==> src/rtl/mdu_pkg.sv <==
package mdu_pkg;
  localparam int BYTE_W = 8;
  localparam int HALF_W = 16;
  localparam int FULL_W = 2 * HALF_W;
  localparam int CNT_W  = $clog2(FULL_W);
  localparam int STEP_W = CNT_W + 1;

  localparam logic [2:0] A_OP0  = 3'd0;
  localparam logic [2:0] A_OP1  = 3'd1;
  localparam logic [2:0] A_OP2  = 3'd2;
  localparam logic [2:0] A_OP3  = 3'd3;
  localparam logic [2:0] A_OP4  = 3'd4;
  localparam logic [2:0] A_OP5  = 3'd5;
  localparam logic [2:0] A_CTRL = 3'd6;
  localparam logic [2:0] A_STAT = 3'd7;

  typedef enum logic [2:0] {
    OP_NONE, OP_DIV32, OP_DIV16, OP_MUL, OP_SHIFT
  } mdu_op_e;

  typedef enum logic [3:0] {
    SQ_IDLE, SQ_L0, SQ_D1, SQ_D2, SQ_D3, SQ_D4, SQ_S2, SQ_M1, SQ_M2
  } seq_st_e;
endpackage

==> src/rtl/mdu_seq.sv <==
module mdu_seq
  import mdu_pkg::*;
(
  input  logic    clk,
  input  logic    rst,
  input  logic    wr,
  input  logic [2:0] addr,
  output logic    start,
  output mdu_op_e op
);
  seq_st_e st, st_nx;

  always_comb begin
    st_nx = st;
    start = 1'b0;
    op    = OP_NONE;
    if (wr) begin
      if (addr == A_OP0) begin
        st_nx = SQ_L0;
      end else begin
        st_nx = SQ_IDLE;
        case (st)
          SQ_L0: if (addr == A_OP1) st_nx = SQ_D1; else if (addr == A_OP4) st_nx = SQ_M1;
          SQ_D1: if (addr == A_OP2) st_nx = SQ_D2; else if (addr == A_OP4) st_nx = SQ_S2;
          SQ_D2: if (addr == A_OP3) st_nx = SQ_D3;
          SQ_D3: begin
            if (addr == A_OP4) st_nx = SQ_D4;
            else if (addr == A_CTRL) begin start = 1'b1; op = OP_SHIFT; end
          end
          SQ_D4: if (addr == A_OP5) begin start = 1'b1; op = OP_DIV32; end
          SQ_S2: if (addr == A_OP5) begin start = 1'b1; op = OP_DIV16; end
          SQ_M1: if (addr == A_OP1) st_nx = SQ_M2;
          SQ_M2: if (addr == A_OP5) begin start = 1'b1; op = OP_MUL; end
          default: st_nx = SQ_IDLE;
        endcase
      end
    end
  end

  always_ff @(posedge clk) begin
    if (rst) st <= SQ_IDLE;
    else     st <= st_nx;
  end

  // a launch always comes from a sequence that was opened by OP0
  p_start_after_op0_r1: assert property (@(posedge clk) disable iff (rst)
    start |-> (st != SQ_IDLE));
endmodule

==> src/rtl/mdu_core.sv <==
module mdu_core
  import mdu_pkg::*;
(
  input  logic       clk,
  input  logic       rst,
  input  logic       start,
  input  mdu_op_e    op,
  input  logic       wr,
  input  logic [2:0] waddr,
  input  logic [BYTE_W-1:0] wdata,
  input  logic [2:0] raddr,
  output logic [BYTE_W-1:0] rbyte,
  output logic       busy,
  output logic       fin,
  output logic       ovf_set
);
  logic [FULL_W-1:0] acc;
  logic [HALF_W-1:0] hi, dvs;
  logic              dir, norm;
  logic [CNT_W-1:0]  cnt;
  logic [STEP_W-1:0] stepc;
  mdu_op_e           run_op;

  // values as seen including the launching write
  logic [HALF_W-1:0] hi_v;
  logic [CNT_W-1:0]  cnt_v;
  logic              dir_v;
  assign hi_v  = (wr && waddr == A_OP5) ? {wdata, hi[BYTE_W-1:0]} : hi;
  assign cnt_v = (wr && waddr == A_CTRL) ? wdata[CNT_W-1:0] : cnt;
  assign dir_v = (wr && waddr == A_CTRL) ? wdata[BYTE_W-1] : dir;

  // restoring divide step
  logic [HALF_W:0]   trial;
  logic              q_bit;
  logic [HALF_W-1:0] rem_nx;
  assign trial  = {hi, acc[FULL_W-1]};
  assign q_bit  = trial >= {1'b0, dvs};
  assign rem_nx = q_bit ? (trial[HALF_W-1:0] - dvs) : trial[HALF_W-1:0];

  // shift-add multiply step
  logic [HALF_W:0] sum;
  assign sum = {1'b0, acc[FULL_W-1:HALF_W]} + (acc[0] ? {1'b0, dvs} : '0);

  logic last;
  assign last = (stepc == STEP_W'(1));

  always_ff @(posedge clk) begin
    if (rst) begin
      acc <= '0; hi <= '0; dvs <= '0; dir <= 1'b0; norm <= 1'b0; cnt <= '0;
      stepc <= '0; run_op <= OP_NONE; busy <= 1'b0; fin <= 1'b0; ovf_set <= 1'b0;
    end else begin
      fin     <= 1'b0;
      ovf_set <= 1'b0;
      if (start) begin
        run_op <= op;
        case (op)
          OP_DIV32, OP_DIV16: begin
            if (hi_v == '0) begin
              hi <= hi_v; fin <= 1'b1; ovf_set <= 1'b1;
            end else begin
              busy  <= 1'b1;
              dvs   <= hi_v;
              hi    <= '0;
              stepc <= (op == OP_DIV32) ? STEP_W'(FULL_W) : STEP_W'(HALF_W);
              if (op == OP_DIV16) acc <= {acc[HALF_W-1:0], {HALF_W{1'b0}}};
            end
          end
          OP_MUL: begin
            busy  <= 1'b1;
            hi    <= hi_v;
            dvs   <= acc[HALF_W-1:0];
            acc   <= {{HALF_W{1'b0}}, hi_v};
            stepc <= STEP_W'(HALF_W);
          end
          default: begin
            busy  <= 1'b1;
            dir   <= dir_v;
            cnt   <= cnt_v;
            norm  <= (cnt_v == '0);
            stepc <= STEP_W'(cnt_v);
          end
        endcase
      end else if (busy) begin
        case (run_op)
          OP_DIV32, OP_DIV16: begin
            hi    <= rem_nx;
            acc   <= {acc[FULL_W-2:0], q_bit};
            stepc <= stepc - 1'b1;
            if (last) begin busy <= 1'b0; fin <= 1'b1; end
          end
          OP_MUL: begin
            acc   <= {sum, acc[HALF_W-1:1]};
            stepc <= stepc - 1'b1;
            if (last) begin
              busy <= 1'b0; fin <= 1'b1; ovf_set <= |sum[HALF_W:1];
            end
          end
          default: begin
            if (norm) begin
              if (acc[FULL_W-1] || cnt == '1) begin
                busy <= 1'b0; fin <= 1'b1;
                ovf_set <= acc[FULL_W-1] && (cnt == '0);
              end else begin
                acc <= acc << 1;
                cnt <= cnt + 1'b1;
              end
            end else begin
              acc   <= dir ? (acc >> 1) : (acc << 1);
              stepc <= stepc - 1'b1;
              if (last) begin busy <= 1'b0; fin <= 1'b1; end
            end
          end
        endcase
      end else if (wr) begin
        case (waddr)
          A_OP0: acc[7:0]   <= wdata;
          A_OP1: acc[15:8]  <= wdata;
          A_OP2: acc[23:16] <= wdata;
          A_OP3: acc[31:24] <= wdata;
          A_OP4: hi[7:0]    <= wdata;
          A_OP5: hi[15:8]   <= wdata;
          A_CTRL: begin dir <= wdata[BYTE_W-1]; cnt <= wdata[CNT_W-1:0]; end
          default: ;
        endcase
      end
    end
  end

  always_comb begin
    case (raddr)
      A_OP0:   rbyte = acc[7:0];
      A_OP1:   rbyte = acc[15:8];
      A_OP2:   rbyte = acc[23:16];
      A_OP3:   rbyte = acc[31:24];
      A_OP4:   rbyte = hi[7:0];
      A_OP5:   rbyte = hi[15:8];
      A_CTRL:  rbyte = {dir, {(BYTE_W-1-CNT_W){1'b0}}, cnt};
      default: rbyte = '0;
    endcase
  end

  // the partial remainder stays below the divisor throughout a divide
  p_rem_below_divisor_r2: assert property (@(posedge clk) disable iff (rst)
    (busy && (run_op == OP_DIV32 || run_op == OP_DIV16)) |-> (hi < dvs));
  // a normalize that stopped before saturating left bit 31 set
  p_norm_msb_r6: assert property (@(posedge clk) disable iff (rst)
    ($fell(busy) && run_op == OP_SHIFT && norm && cnt != '1) |-> acc[FULL_W-1]);
endmodule

==> src/rtl/muldiv_copro.sv <==
module muldiv_copro
  import mdu_pkg::*;
(
  input  logic       clk,
  input  logic       rst,
  input  logic       wr_en,
  input  logic       rd_en,
  input  logic [2:0] addr,
  input  logic [7:0] wdata,
  output logic [7:0] rdata,
  output logic       busy
);
  logic    seq_wr, start, fin, ovf_set, op_acc;
  logic    done, ovf, err;
  mdu_op_e op;
  logic [BYTE_W-1:0] rbyte;

  assign seq_wr = wr_en && !busy;
  assign op_acc = (addr <= A_OP5);

  mdu_seq u_seq (
    .clk(clk), .rst(rst), .wr(seq_wr), .addr(addr), .start(start), .op(op)
  );

  mdu_core u_core (
    .clk(clk), .rst(rst), .start(start), .op(op), .wr(seq_wr), .waddr(addr),
    .wdata(wdata), .raddr(addr), .rbyte(rbyte), .busy(busy), .fin(fin),
    .ovf_set(ovf_set)
  );

  always_ff @(posedge clk) begin
    if (rst) begin
      done <= 1'b0; ovf <= 1'b0; err <= 1'b0; rdata <= '0;
    end else begin
      if (start)    done <= 1'b0;
      else if (fin) done <= 1'b1;

      if (seq_wr && addr == A_OP0) ovf <= 1'b0;
      else if (ovf_set)            ovf <= 1'b1;

      if (busy && (wr_en || rd_en) && op_acc)       err <= 1'b1;
      else if (!busy && done && rd_en && op_acc)    err <= 1'b0;

      if (rd_en) rdata <= (addr == A_STAT) ? {5'b0, err, ovf, done} : rbyte;
    end
  end

  // a launch clears done
  p_done_clr_r8: assert property (@(posedge clk) disable iff (rst)
    start |=> !done);
  // done and busy are never high together
  p_done_idle_r8: assert property (@(posedge clk) disable iff (rst)
    done |-> !busy);
  // operand access while busy latches the error flag
  p_err_set_r9: assert property (@(posedge clk) disable iff (rst)
    (busy && (wr_en || rd_en) && op_acc) |=> err);
  // an accepted OP0 write clears overflow
  p_ovf_clr_r7: assert property (@(posedge clk) disable iff (rst)
    (!busy && wr_en && addr == A_OP0) |=> !ovf);
endmodule

==> config.mk <==
export PLATFORM = sky130hd
export DESIGN_NAME = muldiv_copro
export DESIGN_NICKNAME = d
export VERILOG_FILES = /design/src/rtl/mdu_pkg.sv /design/src/rtl/mdu_seq.sv /design/src/rtl/mdu_core.sv /design/src/rtl/muldiv_copro.sv
export SDC_FILE = /design/constraint.sdc
export NUM_CORES = 1
export LEC_CHECK = 0
export BUFFER_PORTS_ARGS = -buffer_cell sky130_fd_sc_hd__buf_2
export CAP_MARGIN = 30
export CORE_MARGIN = 1
export CORE_UTILIZATION = 45
export CTS_CLUSTER_SIZE = 30
export DETAILED_ROUTE_END_ITERATION = 10
export MAX_ROUTING_LAYER = met4
export PLACE_DENSITY = 0.68
export RECOVER_POWER = 25
export SLEW_MARGIN = 15
export SYNTH_ARGS = -nofsm -noshare
export SYNTH_HDL_FRONTEND = slang
export SYNTH_SLANG_ARGS = --single-unit
==> constraint.sdc <==
create_clock -name clk -period 3.3 [get_ports clk]
set_clock_uncertainty 0.05 [all_clocks]
set_input_delay 0.165 -clock clk [delete_from_list [all_inputs] [get_ports clk]]
set_output_delay 0.165 -clock clk [all_outputs]
set_load 0.01 [all_outputs]
==> flow_summary.json, run 1 <==
{
  "powerDensity_nw_per_um2": 312.8,
  "die_area_um2": 18510,
  "fin_crit_ns": 3.219,
  "post-dp-hpwl_um": 21370,
  "drt_first_pass_iters": 6,
  "synth_cells": 1106,
  "slew_violations": 0,
  "globalRouteTotalUtil_pct": 32.76,
  "yosysSeqAreaShare_pct": 24.26,
  "max_freq_mhz": 310.7,
  "dpl-instance-area_um2": 8670,
  "crit_path_end": "u_core.acc[24]",
  "maxCapViolCount": 0,
  "grt_antenna_before_repair": 0,
  "yosys_warnings": 0,
  "yosysUniqueCellTypes": 79,
  "grt.overflow.total": 0,
  "netlist_area_um2": 8087,
  "synthesis.nets": 1160,
  "nFillCells": 1753,
  "num_rows": 48,
  "grt_pass1_vias": 7861,
  "ys.flop_type": "dfxtp_1",
  "synthArstFlopShare_pct": 0,
  "period_share_pct": 97.53,
  "num-nets-final": 1186,
  "die_w_um": 136.1,
  "final_common_cell": "nor2_1",
  "hold_path_depth": 3,
  "initialDrtViolationCount": 931,
  "cts_root_buf": "clkbuf_16",
  "place.port_buffers": 23,
  "cp-end-kind": "register",
  "antenna_left": 0,
  "cts_made_buffers": 9,
  "io_pins": 24,
  "start_util_pct": 46.43,
  "grt_max_degree": 67,
  "critPathKind": "register to register",
  "reg2reg_depth": 11,
  "synth_edf_count": 0,
  "postCtsHoldBufs": 0,
  "rrSetupSlack_ns": 0.08,
  "core_um2": 17420,
  "max_slew_margin_pct": 3.577,
  "ir_drop_uv": 346.4,
  "cp-startpoint": "u_core.acc[0]",
  "syn_avg_cell_area_um2": 7.311,
  "layout-area-overhead-vs-synth_pct": 10.89,
  "post-route-drc-count": 0,
  "setup_viol": 0,
  "vias": 8713,
  "final_area_um2": 8967,
  "routed_wl_um": 28880,
  "path_max_fanout": 13,
  "die_h_um": 136.1,
  "worst_pin_slew_ns": 1.446,
  "status": "complete, no violations",
  "viasPerCell": 6.393,
  "cp-start-kind": "register",
  "gp_congestion": 0.9839,
  "tritoncts": "built",
  "cts.htree.levels": 3,
  "ys_ff_latch": 98,
  "rr_startpoint": "u_core.acc[0]",
  "finalHoldViolCount": 0,
  "clock_path_buffers": 2,
  "wl_per_cell_um": 21.19,
  "power.leakage_uw": 0.003239,
  "crit_arrival_ns": 3.38,
  "final_cell_mix": "135 x nor2_1, 128 x nand2_1, 110 x a21oi_1",
  "drive_above_1_share_pct": 11.96,
  "path_clk_slew_ns": 0.08,
  "r2r_end": "u_core.acc[24]",
  "required_ns": 3.46,
  "grt_pass1_wl_um": 45020,
  "multi_input_area_um2": 5769,
  "hold_path.class": "primary input to register",
  "numClockSinks": 98,
  "utilization_pct": 51.49,
  "seq_area_um2": 1966,
  "clk_latency_ns": 0.37
}
[flip-flops by register name, indices dropped and copies added (netlist names), 3 cells and up]
signal	count
u_core.acc	32
u_core.run_op	3
u_core.cnt	5
u_seq.st	4
u_core.dvs	16
u_core.stepc	6
u_core.hi	16
rdata	8
[Yosys cell counts, drive strengths merged (15+ instances only)]
master	instances	area, µm²
and2	17	106.4
a21oi	115	579.3
nand2b	16	100.1
clkbuf	47	176.4
xnor2	20	175.2
buf	21	112.6
nand3	24	120.1
dfxtp	98	1962
mux2i	35	350.3
inv	35	131.4
nor3	37	190.2
a221oi	15	131.4
a31oi	26	168.9
o21ai	60	300.3
nor2	136	513.0
a211oi	40	360.3
nand2	128	480.5
ha	37	462.9
[through the flow]
stage	instances	setup TNS [ns]	total power [µW]	setup WS (ns)	hold WS [ns]
after global placement	1345	0	1759	0.1981	0.3957
after floorplan	1106	0	1606	0.05537	0.2622
after global routing	1362	-0.005648	2891	-0.005648	0.1479
after detailed placement	1345	0	1762	0.1280	0.3982
after CTS	1361	0	2789	0.1034	0.1152
final	1363	0	2805	0.08137	0.1323
[cells by family after synthesis]
family / share of synthesized area (%)
compound gates: 29.85
simple gates: 25.56
mux: 5.725
fa+ha+maj: 6.220
flops: 24.26
buf+inv: 5.245
xor+xnor: 3.141
[timing repair]
item	CTS	global route
setup endpoints to repair	0	6
buffers inserted	0	1
resized for setup	0	11
[area by class of cell]
cell class              count  area share (%)
well taps                 225           3.139
inverters                  36           1.507
clock buffers              10           2.553
repair buffers             83           5.972
multi-input cells         904           64.34
clock inverters             6          0.5442
diodes                      1         0.02791
flip-flops and latches     98           21.92
[power breakdown]
part           leakage (µW)  switching [µW]  internal, µW
Combinational       0.00231             309           199
Clock              0.000131             529           522
Sequential         0.000795            38.6          1210
[worst min path at each step]
stage               start             to
2_1_floorplan    wdata[7]     u_core.dir
3_5_place_dp   u_core.fin           done
6_report         wdata[1]  u_core.cnt[1]
4_1_cts          wdata[7]     u_core.dir
3_3_place_gp   u_core.fin           done
5_1_grt          wdata[1]  u_core.cnt[1]
[routing by layer]
layer	global-route usage, %	wire length (µm)
met1	43.72	12540
met2	45.49	11900
met3	8.911	3164
met4	14.75	1278
met5	-	0
[worst max-delay path, cell delays in order, from the launching register on]
cell and delay, ns:
dfxtp_2 0.33, buf_4 0.16, and2_1 0.15, ha_1 0.39, nand3_1 0.11, o2111ai_1 0.47, a21boi_0 0.22, o31ai_1 0.34
xnor2_1 0.23, o21ai_0 0.18, a222oi_1 0.31, a211oi_1 0.13
Note: power is estimated with default switching activity, not from simulation.
==> run 2, diff against run 1 <==
--- a/config.mk
+++ b/config.mk
@@ -12,7 +12,7 @@
 export CTS_CLUSTER_SIZE = 30
 export DETAILED_ROUTE_END_ITERATION = 10
 export MAX_ROUTING_LAYER = met4
-export PLACE_DENSITY = 0.68
+export PLACE_DENSITY = 0.66
 export RECOVER_POWER = 25
 export SLEW_MARGIN = 15
 export SYNTH_ARGS = -nofsm -noshare
==> constraint.sdc (replaced) <==
create_clock -name clk -period 3.2 [get_ports clk]
set_clock_uncertainty 0.05 [all_clocks]
set_input_delay 0.16 -clock clk [delete_from_list [all_inputs] [get_ports clk]]
set_output_delay 0.16 -clock clk [all_outputs]
set_load 0.01 [all_outputs]
==> flow_summary.json, run 2 (synthesis gave the netlist of run 1 again) <==
{
  "max_freq_mhz": 310.4,
  "required_ns": 3.38,
  "cp-startpoint": "u_core.acc[0]",
  "finalHoldViolCount": 0,
  "num_rows": 48,
  "setup_viol": 1,
  "die_area_um2": 18510,
  "routed_wl_um": 29280,
  "period_share_pct": 100.7,
  "ir_drop_uv": 270.0,
  "antenna_left": 0,
  "met1_usage_pct": 43.73,
  "core_um2": 17420,
  "crit_arrival_ns": 3.40,
  "slowest_stage": "or4b_4",
  "num-nets-final": 1194,
  "rr_startpoint": "u_core.acc[0]",
  "p_seq_share_pct": 43.9,
  "nFillCells": 1741,
  "critPathKind": "register to register",
  "cp-start-kind": "register",
  "dp_cells": 1351,
  "cts.htree.levels": 3,
  "path_max_fanout": 3,
  "wl_per_cell_um": 21.36,
  "grt_max_degree": 89,
  "initialDrtViolationCount": 1207,
  "globalRouteTotalUtil_pct": 33.06,
  "numClockSinks": 98,
  "cp-end-kind": "register",
  "die_w_um": 136.1,
  "gr-usage-met2_pct": 47.72,
  "io_pins": 24,
  "cpPeakStageDelay_ns": 0.54,
  "final.setup.tns_ns": -0.02140,
  "grt_pass1_vias": 8049,
  "post-dp-hpwl_um": 21390,
  "grt_antenna_before_repair": 1,
  "start_util_pct": 46.43,
  "worst_pin_slew_ns": 0.9445,
  "clk_latency_ns": 0.36,
  "final_common_cell": "nor2_1",
  "clock_path_buffers": 2,
  "die_h_um": 136.1,
  "swShare_pct": 30.34,
  "vias": 8887,
  "pwr-share-comb_pct": 18.3,
  "largest-register": "u_core.acc",
  "maxCapViolCount": 0,
  "fin_worst_hold_slack_ns": 0.08960,
  "grt_pass1_wl_um": 45730,
  "use_met3_pct": 8.799,
  "final_cell_mix": "131 x nor2_1, 127 x nand2_1, 110 x a21oi_1",
  "crit_chain": "and2_4 > ha_4 > inv_2 > fa_2 > nand2b_4 > a21oi_4 > xnor2_2 > o2111ai_1 > or4b_1 > or4b_4 > nor4_4 > a31oi_1",
  "busiest_layer": "met2",
  "viasPerCell": 6.482,
  "cts_root_buf": "clkbuf_16",
  "fin_ws_ns": -0.02140,
  "hold_start": "wdata[1]",
  "drt_first_pass_iters": 8,
  "slew_violations": 0,
  "hold_path.class": "primary input to register",
  "clkPwrFrac_pct": 37.8,
  "layout-area-overhead-vs-synth_pct": 13.21,
  "layout.cells.non_filler": 1371,
  "largest_reg_flops": 32,
  "violations": "setup timing",
  "path_clk_slew_ns": 0.07,
  "reg.largest.list": "u_core.acc: 32 flops, u_core.dvs: 16 flops, u_core.hi: 16 flops",
  "tritoncts": "built",
  "power.leakage_uw": 0.003310,
  "rsz0062_at_grt": "true",
  "post-route-drc-count": 0,
  "postCtsHoldBufs": 0,
  "intPower_uw": 2041,
  "switching_power_uw": 888.9,
  "gp_congestion": 0.9779,
  "grt.overflow.total": 0,
  "powerDensity_nw_per_um2": 320.1,
  "fin_crit_ns": 3.221,
  "drive_above_1_share_pct": 13.89,
  "place.port_buffers": 23,
  "cts_made_buffers": 9,
  "status": "complete, but fails checks",
  "max_slew_margin_pct": 36.37,
  "rrSetupSlack_ns": -0.02
}
-- run 2: worst paths after layout --
check	depth (start not counted)	endpoint
worst max-delay path	12	u_core.ovf_set
worst min-delay path	3	u_core.cnt[1]
worst max register to register	12	u_core.ovf_set
worst min register to register	2	rdata[0]
-- run 2: stage by stage --
| step | power (µW) | setup slack (ns) | area [µm²] | utilization (%) |
|---|---|---|---|---|
| after floorplan | 1656 | 0.02073 | 8133 | - |
| after global placement | 1818 | 0.08427 | 8728 | 50.11 |
| after detailed placement | 1823 | 0.005733 | 8728 | 50.11 |
| after CTS | 2912 | 0.002307 | 9020 | 51.79 |
| after global routing | 3031 | -0.1381 | 9155 | 52.56 |
| final | 2930 | -0.02140 | 9155 | 52.56 |
-- run 2: routing by layer --
metal  routed length [µm]  vias to the layer above  part of all wire, %
li1                     -                     4121                    -
met1                12650                     4169                   43
met2                12370                      513                   42
met3                 3199                       84                   11
met4                 1060                        0                  3.6
met5                    0                        -                    0
-- run 2: layout make-up --
cell class              instances  area, µm²  share of cell area [%]
diodes                          1      2.502                 0.02733
clock buffers                  12      256.5                   2.802
clock inverters                 4      33.78                  0.3690
inverters                      36      135.1                   1.476
multi-input cells             904       5844                   63.84
flip-flops and latches         98       1967                   21.48
well taps                     225      281.5                   3.075
repair buffers                 91      634.4                   6.929
-- run 2: power by group through the flow --
stage / clock [µW] / combinational [µW] / sequential (µW)
floorplan: 0 / 355 / 1300
global placement: 0 / 508 / 1310
detailed placement: 0 / 512 / 1310
CTS: 1120 / 515 / 1280
global route: 1160 / 581 / 1290
finish: 1110 / 537 / 1290
-- run 2: repair_timing --
action	in CTS	in global routing
buffers inserted	0	2
gates resized for setup	1	28
pin swaps	0	14
endpoints found under the setup margin	1	7
-- run 2: critical path: cells and delay by family (launching register included) --
| family | cells | cell delay [ns] |
|---|---|---|
| AOI/OAI and AO/OA | 3 | 0.39 |
| and+or+nand+nor | 5 | 1.63 |
| buffers and inverters | 1 | 0.03 |
| adders and majority gates | 2 | 0.47 |
| DFF | 1 | 0.37 |
| xor gates and xnor gates | 1 | 0.14 |
